===== src/rtl/flt_pkg.sv =====
package flt_pkg;
  localparam int OP_W     = 6;
  localparam int SOR_W    = 32;
  localparam int GROUPS   = 4;

  localparam logic [OP_W-1:0] OP_NOP0   = 6'h00;
  localparam logic [OP_W-1:0] OP_GRP1   = 6'h01;
  localparam logic [OP_W-1:0] OP_ROS    = 6'h06;
  localparam logic [OP_W-1:0] OP_ERRCLR = 6'h07;
  localparam logic [OP_W-1:0] OP_HOLD   = 6'h0A;
  localparam logic [OP_W-1:0] OP_SCANLO = 6'h0C;
  localparam logic [OP_W-1:0] OP_BRANCH = 6'h0D;
  localparam logic [OP_W-1:0] OP_STEP   = 6'h0E;

  typedef struct packed {
    logic [GROUPS-1:0] grp;
    logic              ros;
    logic              err;
    logic              branch;
    logic              step;
    logic              hold;
    logic              scan;
    logic              clr_tgr;
  } flt_act_t;
endpackage


===== src/rtl/flt_op_decode.sv =====
module flt_op_decode
  import flt_pkg::*;
#(
  parameter int CODE_W = OP_W,
  parameter int NGRP   = GROUPS
) (
  input  logic [CODE_W-1:0] code,
  output flt_act_t          act,
  output logic              hi,
  output logic              fold
);
  logic scan_lo, scan_hi_band, scan_fold_band;

  always_comb begin
    act = '0;
    for (int g = 0; g < NGRP; g++) begin
      if (code == OP_GRP1 + CODE_W'(g)) act.grp[g] = 1'b1;
    end
    act.ros     = (code == OP_ROS);
    act.err     = (code == OP_ERRCLR);
    act.clr_tgr = (code == OP_ROS) || (code == OP_ERRCLR);
    act.hold    = (code == OP_HOLD);
    act.branch  = (code == OP_BRANCH);
    act.step    = (code == OP_STEP);
    scan_lo        = (code == OP_SCANLO);
    scan_hi_band   = (code[5:4] == 2'b01);
    scan_fold_band = (code == 6'h31) || (code[5:2] == 4'b1101 && code[1:0] != 2'b00);
    act.scan    = scan_lo || scan_hi_band || scan_fold_band;
    hi          = scan_hi_band || scan_fold_band;
    fold        = scan_fold_band;
  end
endmodule


===== src/rtl/flt_trigger.sv =====
module flt_trigger #(
  parameter int W = 32
) (
  input  logic         clk,
  input  logic         rst,
  input  logic         clr,
  input  logic         step,
  input  logic [W-1:0] word,
  output logic         q
);
  logic ones;
  assign ones = &word;

  always_ff @(posedge clk) begin
    if (rst)              q <= 1'b0;
    else if (clr)         q <= 1'b0;
    else if (step && ones) q <= ~q;
  end
endmodule


===== src/rtl/flt_hold.sv =====
module flt_hold (
  input  logic clk,
  input  logic rst,
  input  logic enter,
  input  logic start,
  output logic held
);
  always_ff @(posedge clk) begin
    if (rst)                held <= 1'b0;
    else if (enter)         held <= 1'b1;
    else if (held && start) held <= 1'b0;
  end
endmodule


===== src/rtl/flt_opreg_ctl.sv =====
module flt_opreg_ctl
  import flt_pkg::*;
#(
  parameter int ROAR_W     = 12,
  parameter int ROAR_LSB   = 1,
  parameter int IAR_W      = 20,
  parameter int BRANCH_INC = 4
) (
  input  logic              clk,
  input  logic              rst,
  input  logic              op_valid,
  output logic              op_ready,
  input  logic [OP_W-1:0]   op_code,
  input  logic [SOR_W-1:0]  sor_data,
  input  logic              start_pb,
  output logic [GROUPS-1:0] grp_sel,
  output logic              ros_enter,
  output logic [ROAR_W-1:0] roar_addr,
  output logic              err_reset,
  output logic              iar_load,
  output logic [IAR_W-1:0]  iar_target,
  output logic              bin_tgr,
  output logic              sar_inhibit,
  output logic              scan_go,
  output logic              scan_hi,
  output logic              scan_fold
);
  localparam int ROAR_MSB = ROAR_LSB + ROAR_W - 1;

  flt_act_t act;
  logic     dec_hi, dec_fold, take;

  flt_op_decode #(.CODE_W(OP_W), .NGRP(GROUPS)) u_dec (
    .code(op_code), .act(act), .hi(dec_hi), .fold(dec_fold)
  );

  assign op_ready = ~sar_inhibit;
  assign take     = op_valid & op_ready;

  flt_trigger #(.W(SOR_W)) u_tgr (
    .clk(clk), .rst(rst),
    .clr(take & act.clr_tgr),
    .step(take & act.step),
    .word(sor_data),
    .q(bin_tgr)
  );

  flt_hold u_hold (
    .clk(clk), .rst(rst),
    .enter(take & act.hold),
    .start(start_pb),
    .held(sar_inhibit)
  );

  always_ff @(posedge clk) begin
    if (rst) begin
      grp_sel   <= '0;
      ros_enter <= 1'b0;
      err_reset <= 1'b0;
      iar_load  <= 1'b0;
      scan_go   <= 1'b0;
      scan_hi   <= 1'b0;
      scan_fold <= 1'b0;
    end else begin
      grp_sel   <= take ? act.grp : '0;
      ros_enter <= take & act.ros;
      err_reset <= take & act.err;
      iar_load  <= take & act.branch & ~bin_tgr;
      scan_go   <= take & act.scan;
      scan_hi   <= take & act.scan & dec_hi;
      scan_fold <= take & act.scan & dec_fold;
    end
  end

  always_ff @(posedge clk) begin
    if (rst) begin
      roar_addr  <= '0;
      iar_target <= '0;
    end else begin
      if (take && act.ros)
        roar_addr <= sor_data[ROAR_MSB:ROAR_LSB];
      if (take && act.branch && !bin_tgr)
        iar_target <= sor_data[IAR_W-1:0] + IAR_W'(BRANCH_INC);
    end
  end
endmodule


===== config.mk =====
export PLATFORM = sky130hd
export DESIGN_NAME = flt_opreg_ctl
export DESIGN_NICKNAME = d
export VERILOG_FILES = /design/src/rtl/flt_pkg.sv /design/src/rtl/flt_op_decode.sv /design/src/rtl/flt_trigger.sv /design/src/rtl/flt_hold.sv /design/src/rtl/flt_opreg_ctl.sv
export SDC_FILE = /design/constraint.sdc
export NUM_CORES = 1
export LEC_CHECK = 0
export ABC_CLOCK_PERIOD_IN_PS = 1700
export BUFFER_PORTS_ARGS = -buffer_cell sky130_fd_sc_hd__buf_4
export CORE_MARGIN = 3
export CORE_UTILIZATION = 47
export CTS_CLUSTER_SIZE = 12
export DETAILED_ROUTE_END_ITERATION = 8
export PLACE_DENSITY_LB_ADDON = 0.3
export SLEW_MARGIN = 10
export SYNTH_ARGS = -nofsm -noshare
export SYNTH_HDL_FRONTEND = slang
export SYNTH_SLANG_ARGS = --single-unit

===== constraint.sdc =====
create_clock -name clk -period 1.7 [get_ports clk]
set_input_delay 0.085 -clock clk [delete_from_list [all_inputs] [get_ports clk]]
set_output_delay 0.085 -clock clk [all_outputs]
set_load 0.02 [all_outputs]

==> impl_metrics.py, run 1 <==
metrics = {
    "worst_setup_path": {
        "cp_data_arrival_time_ns": 1.76,
        "critPathKind": "reg2reg",
        "critical_path.max_fanout": 23,
        "worstPathRequired_ns": 1.90,
        "critical-path-slowest-cell": "nand4b_1",
        "cp-start-kind": "flop",
        "cpPeakStageDelay_ns": 0.37,
        "path_cells": "nand4b_1 > nor3_4 > buf_12 > nor2_1 > a311oi_1",
        "critPathCaptureType": "flop",
    },
    "global_route": {
        "grt_pass1_vias": 1806,
        "grtUsageTotal": 0.202,
        "grt_pass1_wl_um": 8140,
        "grt_antenna_before_repair": 0,
        "grt_overflow_total": 0,
        "grt_max_degree": 38,
    },
    "floorplan": {
        "die_h_um": 71.1,
        "pin_count": 87,
        "rows": 23,
        "core-area_mm2": 0.00403,
        "die_area_mm2": 0.00505,
        "die_w_um": 71.1,
        "floorplan.initialDensity": 0.494,
    },
    "route": {
        "top_layer_used": "met4",
        "drt-total-wl_um": 5050,
        "dr_total_vias": 1930,
        "drt-initial-drc-count": 133,
        "vias_per_cell": 5.23,
        "ant_nets": 0,
        "wl_met2_um": 2380,
        "met1_length_um": 2190,
        "dr.pass1.iters": 4,
        "drc": 0,
        "dr_wl_met3_um": 385,
        "wire_per_inst_um": 13.7,
    },
    "sta": {
        "grt_setup_unrepaired": "false",
        "max_freq_mhz": 641,
        "fin_crit_ns": 1.56,
        "setup-tns-final_ns": 0,
        "fin_skew_ns": 0.00324,
        "setup_slack_ns": 0.139,
        "relSlewSlack": 0.623,
        "slew_violations": 0,
        "setup_viol": 0,
        "tightest_slew_ns": 0.557,
        "finalHoldViolCount": 0,
        "post-route-period-util": 0.918,
    },
    "clock_tree": {
        "cts_tree": "built",
        "cts_resized": 0,
        "cts_setup_buffers": 0,
        "clock_latency_ns": 0.29,
        "clock_sinks": 44,
        "cts_buffers": 5,
        "clk_pin_slew_ns": 0.07,
        "h-tree-depth": 2,
        "cts_max_path_buffers": 2,
        "root_buffer": "clkbuf_8",
        "postCtsHoldBufs": 1,
    },
    "final_layout": {
        "nNetsFinal": 362,
        "antenna_cells": 0,
        "area_growth_pct": 39.5,
        "drive_gt1_frac": 0.335,
    },
    "yosys": {
        "synth_ff_type": "dfxtp_1",
        "syn_inst": 232,
        "synth_edf_count": 0,
        "ys_warn_count": 0,
        "yosysMostFrequentCell": "dfxtp_1",
        "ys_seq_area_frac": 0.443,
        "synth_cell_types": 36,
        "netlist_area_mm2": 0.00199,
        "async_flop_share": 0,
        "synthTopCellsByCount": "dfxtp_1, nand2_1, nor2_1",
        "syn_area_per_cell_um2": 8.58,
        "synth_top_area_share": 0.443,
        "synthTopCellsByArea": "dfxtp_1, nand2_1, nor2_1",
        "syn-num-nets": 275,
        "yosysTopAreaCell": "dfxtp_1",
        "ys_ff_latch": 44,
    },
    "worst_hold_path": {
        "min_path_type": "in2reg",
    },
    "placement": {
        "io_buffer_count": 86,
        "dp_hpwl_um": 3940,
        "gp_congestion": 0.769,
        "preCtsSetupSlack_ns": 0.0595,
    },
    "power": {
        "cellPowerDensity_mw_per_mm2": 671,
        "leakagePower_nw": 1.10,
        "vdd_drop_max_v": 0.000445,
    },
    "flow_run": {
        "max-cap-violations": 0,
    },
    "run_status": {
        "outcome": "finished, final reports clean",
    },
}
==> final timing paths <==
path / end / slack [ns] / depth (start not counted) / startpoint
max: iar_target[16] / 0.14 / 5 / u_hold.held
min reg2reg: roar_addr[9] / 0.46 / 2 / roar_addr[9]
min: scan_hi / 0.02 / 2 / op_code[5]
max reg2reg: iar_target[16] / 0.14 / 5 / u_hold.held
==> registers in the layout, summed over array words and instances, names as in the netlist <==
signal	count
roar_addr	12
iar_load	1
scan_go	1
err_reset	1
scan_hi	1
u_tgr.q	1
ros_enter	1
iar_target	20
grp_sel	4
u_hold.held	1
scan_fold	1
==> cells in the final DEF, fill, tap and decap left out, drive strengths merged <==
master / Yosys / layout
a211oi: 15 / 15
a21o: 1 / 1
a21oi: 19 / 19
a311oi: 1 / 1
a41o: 1 / 1
and2: 2 / 2
and3: 4 / 4
and4: 3 / 3
buf: 5 / 91
clkbuf: 7 / 6
clkinv: 0 / 1
dfxtp: 44 / 44
dlygate4sd3: 0 / 1
ha: 1 / 1
inv: 1 / 1
nand2: 42 / 42
nand2b: 3 / 3
nand3: 8 / 8
nand3b: 1 / 1
nand4: 8 / 8
nand4b: 1 / 1
nor2: 30 / 30
nor2b: 2 / 2
nor3: 4 / 4
nor4: 2 / 2
nor4b: 2 / 2
o21ai: 2 / 2
o31ai: 1 / 1
or3: 4 / 4
or4b: 2 / 2
xnor2: 4 / 4
xor2: 12 / 12
==> logic make-up after synthesis <==
kind of cell | share of synthesized area
AO/OA/AOI/OAI | 0.142
XOR/XNOR | 0.0704
adder cells (fa/ha/maj) | 0.00629
buffers and inverters | 0.0384
flip-flops | 0.443
AND/OR/NAND/NOR | 0.301
==> layout make-up <==
class | instances | area [µm²]
clock inverter | 1 | 5.00
timing repair buffer | 92 | 718
sequential | 44 | 881
inverter | 1 | 3.75
tap | 50 | 62.6
multi-input combinational | 175 | 1030
clock buffer | 6 | 72.6
fill | 369 | 1250
==> worst max-delay path: cells and delay by family, from the launching register on <==
| family | cells | cell delay (ns) |
|---|---|---|
| AND/OR/NAND/NOR | 3 | 0.67 |
| AO/OA/AOI/OAI | 1 | 0.25 |
| flip-flops | 1 | 0.34 |
| buffers and inverters | 1 | 0.19 |
==> per-stage QoR <==
step	total power [W]	cells	area, µm²	utilization	hold slack [ns]
after floorplan	0.00115	232	1990	-	0.162
after global placement	0.00128	361	2690	0.667	0.284
after detailed placement	0.00128	361	2690	0.667	0.294
after CTS	0.00188	369	2780	0.689	0.0109
after global routing	0.00193	369	2780	0.689	0.0199
final	0.00186	369	2780	0.689	0.0159
==> power breakdown <==
part	switching, W	internal, W	total (W)
Clock	0.000320	0.000279	0.000599
Combinational	0.000116	0.000107	0.000223
Sequential	0.00000321	0.00104	0.00104
==> layer usage <==
layer  vias to the layer above  global-route usage
met3                         8              0.0511
li1                        985                   -
met5                         -                   0
met4                         0              0.0814
met2                        73               0.318
met1                       864               0.263
Note: power is estimated with default switching activity, not from simulation.
==> run 2, diff against run 1 <==
Settings changed: SETUP_SLACK_MARGIN set to 0.4.
==> impl_metrics.py, run 2 (same netlist as run 1, synthesis figures left out) <==
metrics = {
    "clock_tree": {
        "cts_tree": "built",
        "cts_buffers": 5,
        "clock_latency_ns": 0.30,
        "cts_max_path_buffers": 2,
        "clock_sinks": 44,
        "clk_pin_slew_ns": 0.08,
        "h-tree-depth": 2,
        "root_buffer": "clkbuf_8",
    },
    "sta": {
        "max_freq_mhz": 704,
        "finalHoldViolCount": 0,
        "hold_ws_ns": 0.00693,
        "fin_crit_ns": 1.42,
        "slew_violations": 0,
        "post-route-period-util": 0.835,
        "tightest_slew_ns": 0.415,
        "grt_setup_unrepaired": "true",
        "relSlewSlack": 0.720,
        "setup_viol": 0,
        "setup-tns-final_ns": 0,
        "fin_skew_ns": 0.00733,
    },
    "floorplan": {
        "floorplan.initialDensity": 0.494,
        "die_w_um": 71.1,
        "die_h_um": 71.1,
        "core-area_mm2": 0.00403,
        "pin_count": 87,
        "die_area_mm2": 0.00505,
        "rows": 23,
    },
    "worst_setup_path": {
        "critPathCaptureType": "flop",
        "cp_data_arrival_time_ns": 1.59,
        "cpPeakStageDelay_ns": 0.35,
        "path_buf_inv": 4,
        "worstPathRequired_ns": 1.87,
        "cp-start-kind": "flop",
        "path_cells": "nand4b_1 > buf_6 > nor3_4 > buf_12 > buf_6 > buf_6 > a211oi_2",
        "critical_path.max_fanout": 4,
        "critPathKind": "reg2reg",
        "crit_path_frequent_cell": "buf_6",
        "critical-path-slowest-cell": "dfxtp_4",
        "crit_family": "buffers and inverters",
    },
    "run_status": {
        "outcome": "finished, final reports clean",
    },
    "placement": {
        "dpl-instance-area_mm2": 0.00271,
        "dp_hpwl_um": 3960,
        "dp.cells": 361,
        "io_buffer_count": 86,
        "gp_congestion": 0.832,
    },
    "power": {
        "vdd_drop_max_v": 0.000455,
        "leakagePower_nw": 1.16,
        "internal-power_w": 0.00143,
        "clkPwrFrac": 0.330,
        "swShare": 0.248,
        "cellPowerDensity_mw_per_mm2": 646,
        "comb_power_share": 0.123,
        "p_sw_w": 0.000471,
        "seqPwrFrac": 0.547,
    },
    "route": {
        "drc": 0,
        "wire_per_inst_um": 14.7,
        "dr.pass1.iters": 4,
        "ant_nets": 0,
        "drt-total-wl_um": 5540,
        "dr_total_vias": 1995,
        "vias_per_cell": 5.29,
        "drt-initial-drc-count": 133,
    },
    "global_route": {
        "grt_pass1_vias": 1886,
        "grt_max_degree": 38,
        "grt_pass1_wl_um": 8900,
        "grt_antenna_before_repair": 0,
        "grtUsageTotal": 0.221,
        "grt_overflow_total": 0,
    },
    "final_layout": {
        "nNetsFinal": 370,
        "final_util": 0.729,
        "antenna_cells": 0,
        "design_area_mm2": 0.00294,
        "top_regs": "iar_target: 20 flops, roar_addr: 12 flops, grp_sel: 4 flops",
        "finalNonFillerCells": 377,
        "layout_commonest_cell": "buf_4",
        "top_register": "iar_target",
        "largest_reg_flops": 20,
        "area_growth_pct": 47.5,
        "layout_common_cells": "buf_4, dfxtp_1, nand2_1",
        "drive_gt1_frac": 0.391,
    },
    "worst_hold_path": {
        "min_path_type": "in2reg",
    },
    "flow_run": {
        "max-cap-violations": 0,
    },
}
[run 2: final cells by class]
class,count,area (µm²)
Fill cell,332,1090
Timing Repair Buffer,100,830
Tap cell,50,62.6
Clock buffer,6,72.6
Multi-Input combinational cell,175,1080
Clock inverter,1,5.00
Sequential cell,44,885
Inverter,1,3.75
[run 2: metal layers]
| layer | GRT usage | vias up | wire length [µm] |
|---|---|---|---|
| met5 | 0 | - | 0 |
| met4 | 0.0814 | 0 | 91 |
| met3 | 0.0511 | 9 | 365 |
| met2 | 0.351 | 66 | 2570 |
| met1 | 0.294 | 920 | 2510 |
| li1 | - | 1000 | - |
[run 2: final timing paths]
path	from	end	slack, ns	depth (start not counted)
min	op_code[0]	grp_sel[3]	0.007	2
min reg2reg	roar_addr[1]	roar_addr[1]	0.46	2
max	u_hold.held	iar_target[11]	0.28	7
max reg2reg	u_hold.held	iar_target[11]	0.28	7
[run 2: what timing repair did]
action / CTS / global route
setup buffers: 7 / 0
endpoints found under the setup margin: 20 / 37
pin swaps: 10 / 2
hold buffers: 1 / 0
cloned: 1 / 0
gates resized for setup: 12 / 7
endpoints found under the hold margin: 1 / 0
[run 2: power groups by stage]
stage                     sequential (W)  clock (W)  combinational, W
final                            0.00104   0.000626          0.000234
after global routing             0.00104   0.000674          0.000252
after CTS                        0.00104   0.000625          0.000229
after detailed placement         0.00106          0          0.000220
after global placement           0.00106          0          0.000217
after floorplan                  0.00107          0         0.0000838
[run 2: metrics by stage]
step | power, W | setup slack [ns]
after floorplan | 0.00115 | 0.273
after global placement | 0.00128 | 0.131
after detailed placement | 0.00128 | 0.0579
after CTS | 0.00189 | 0.311
after global routing | 0.00196 | 0.208
final | 0.00190 | 0.280
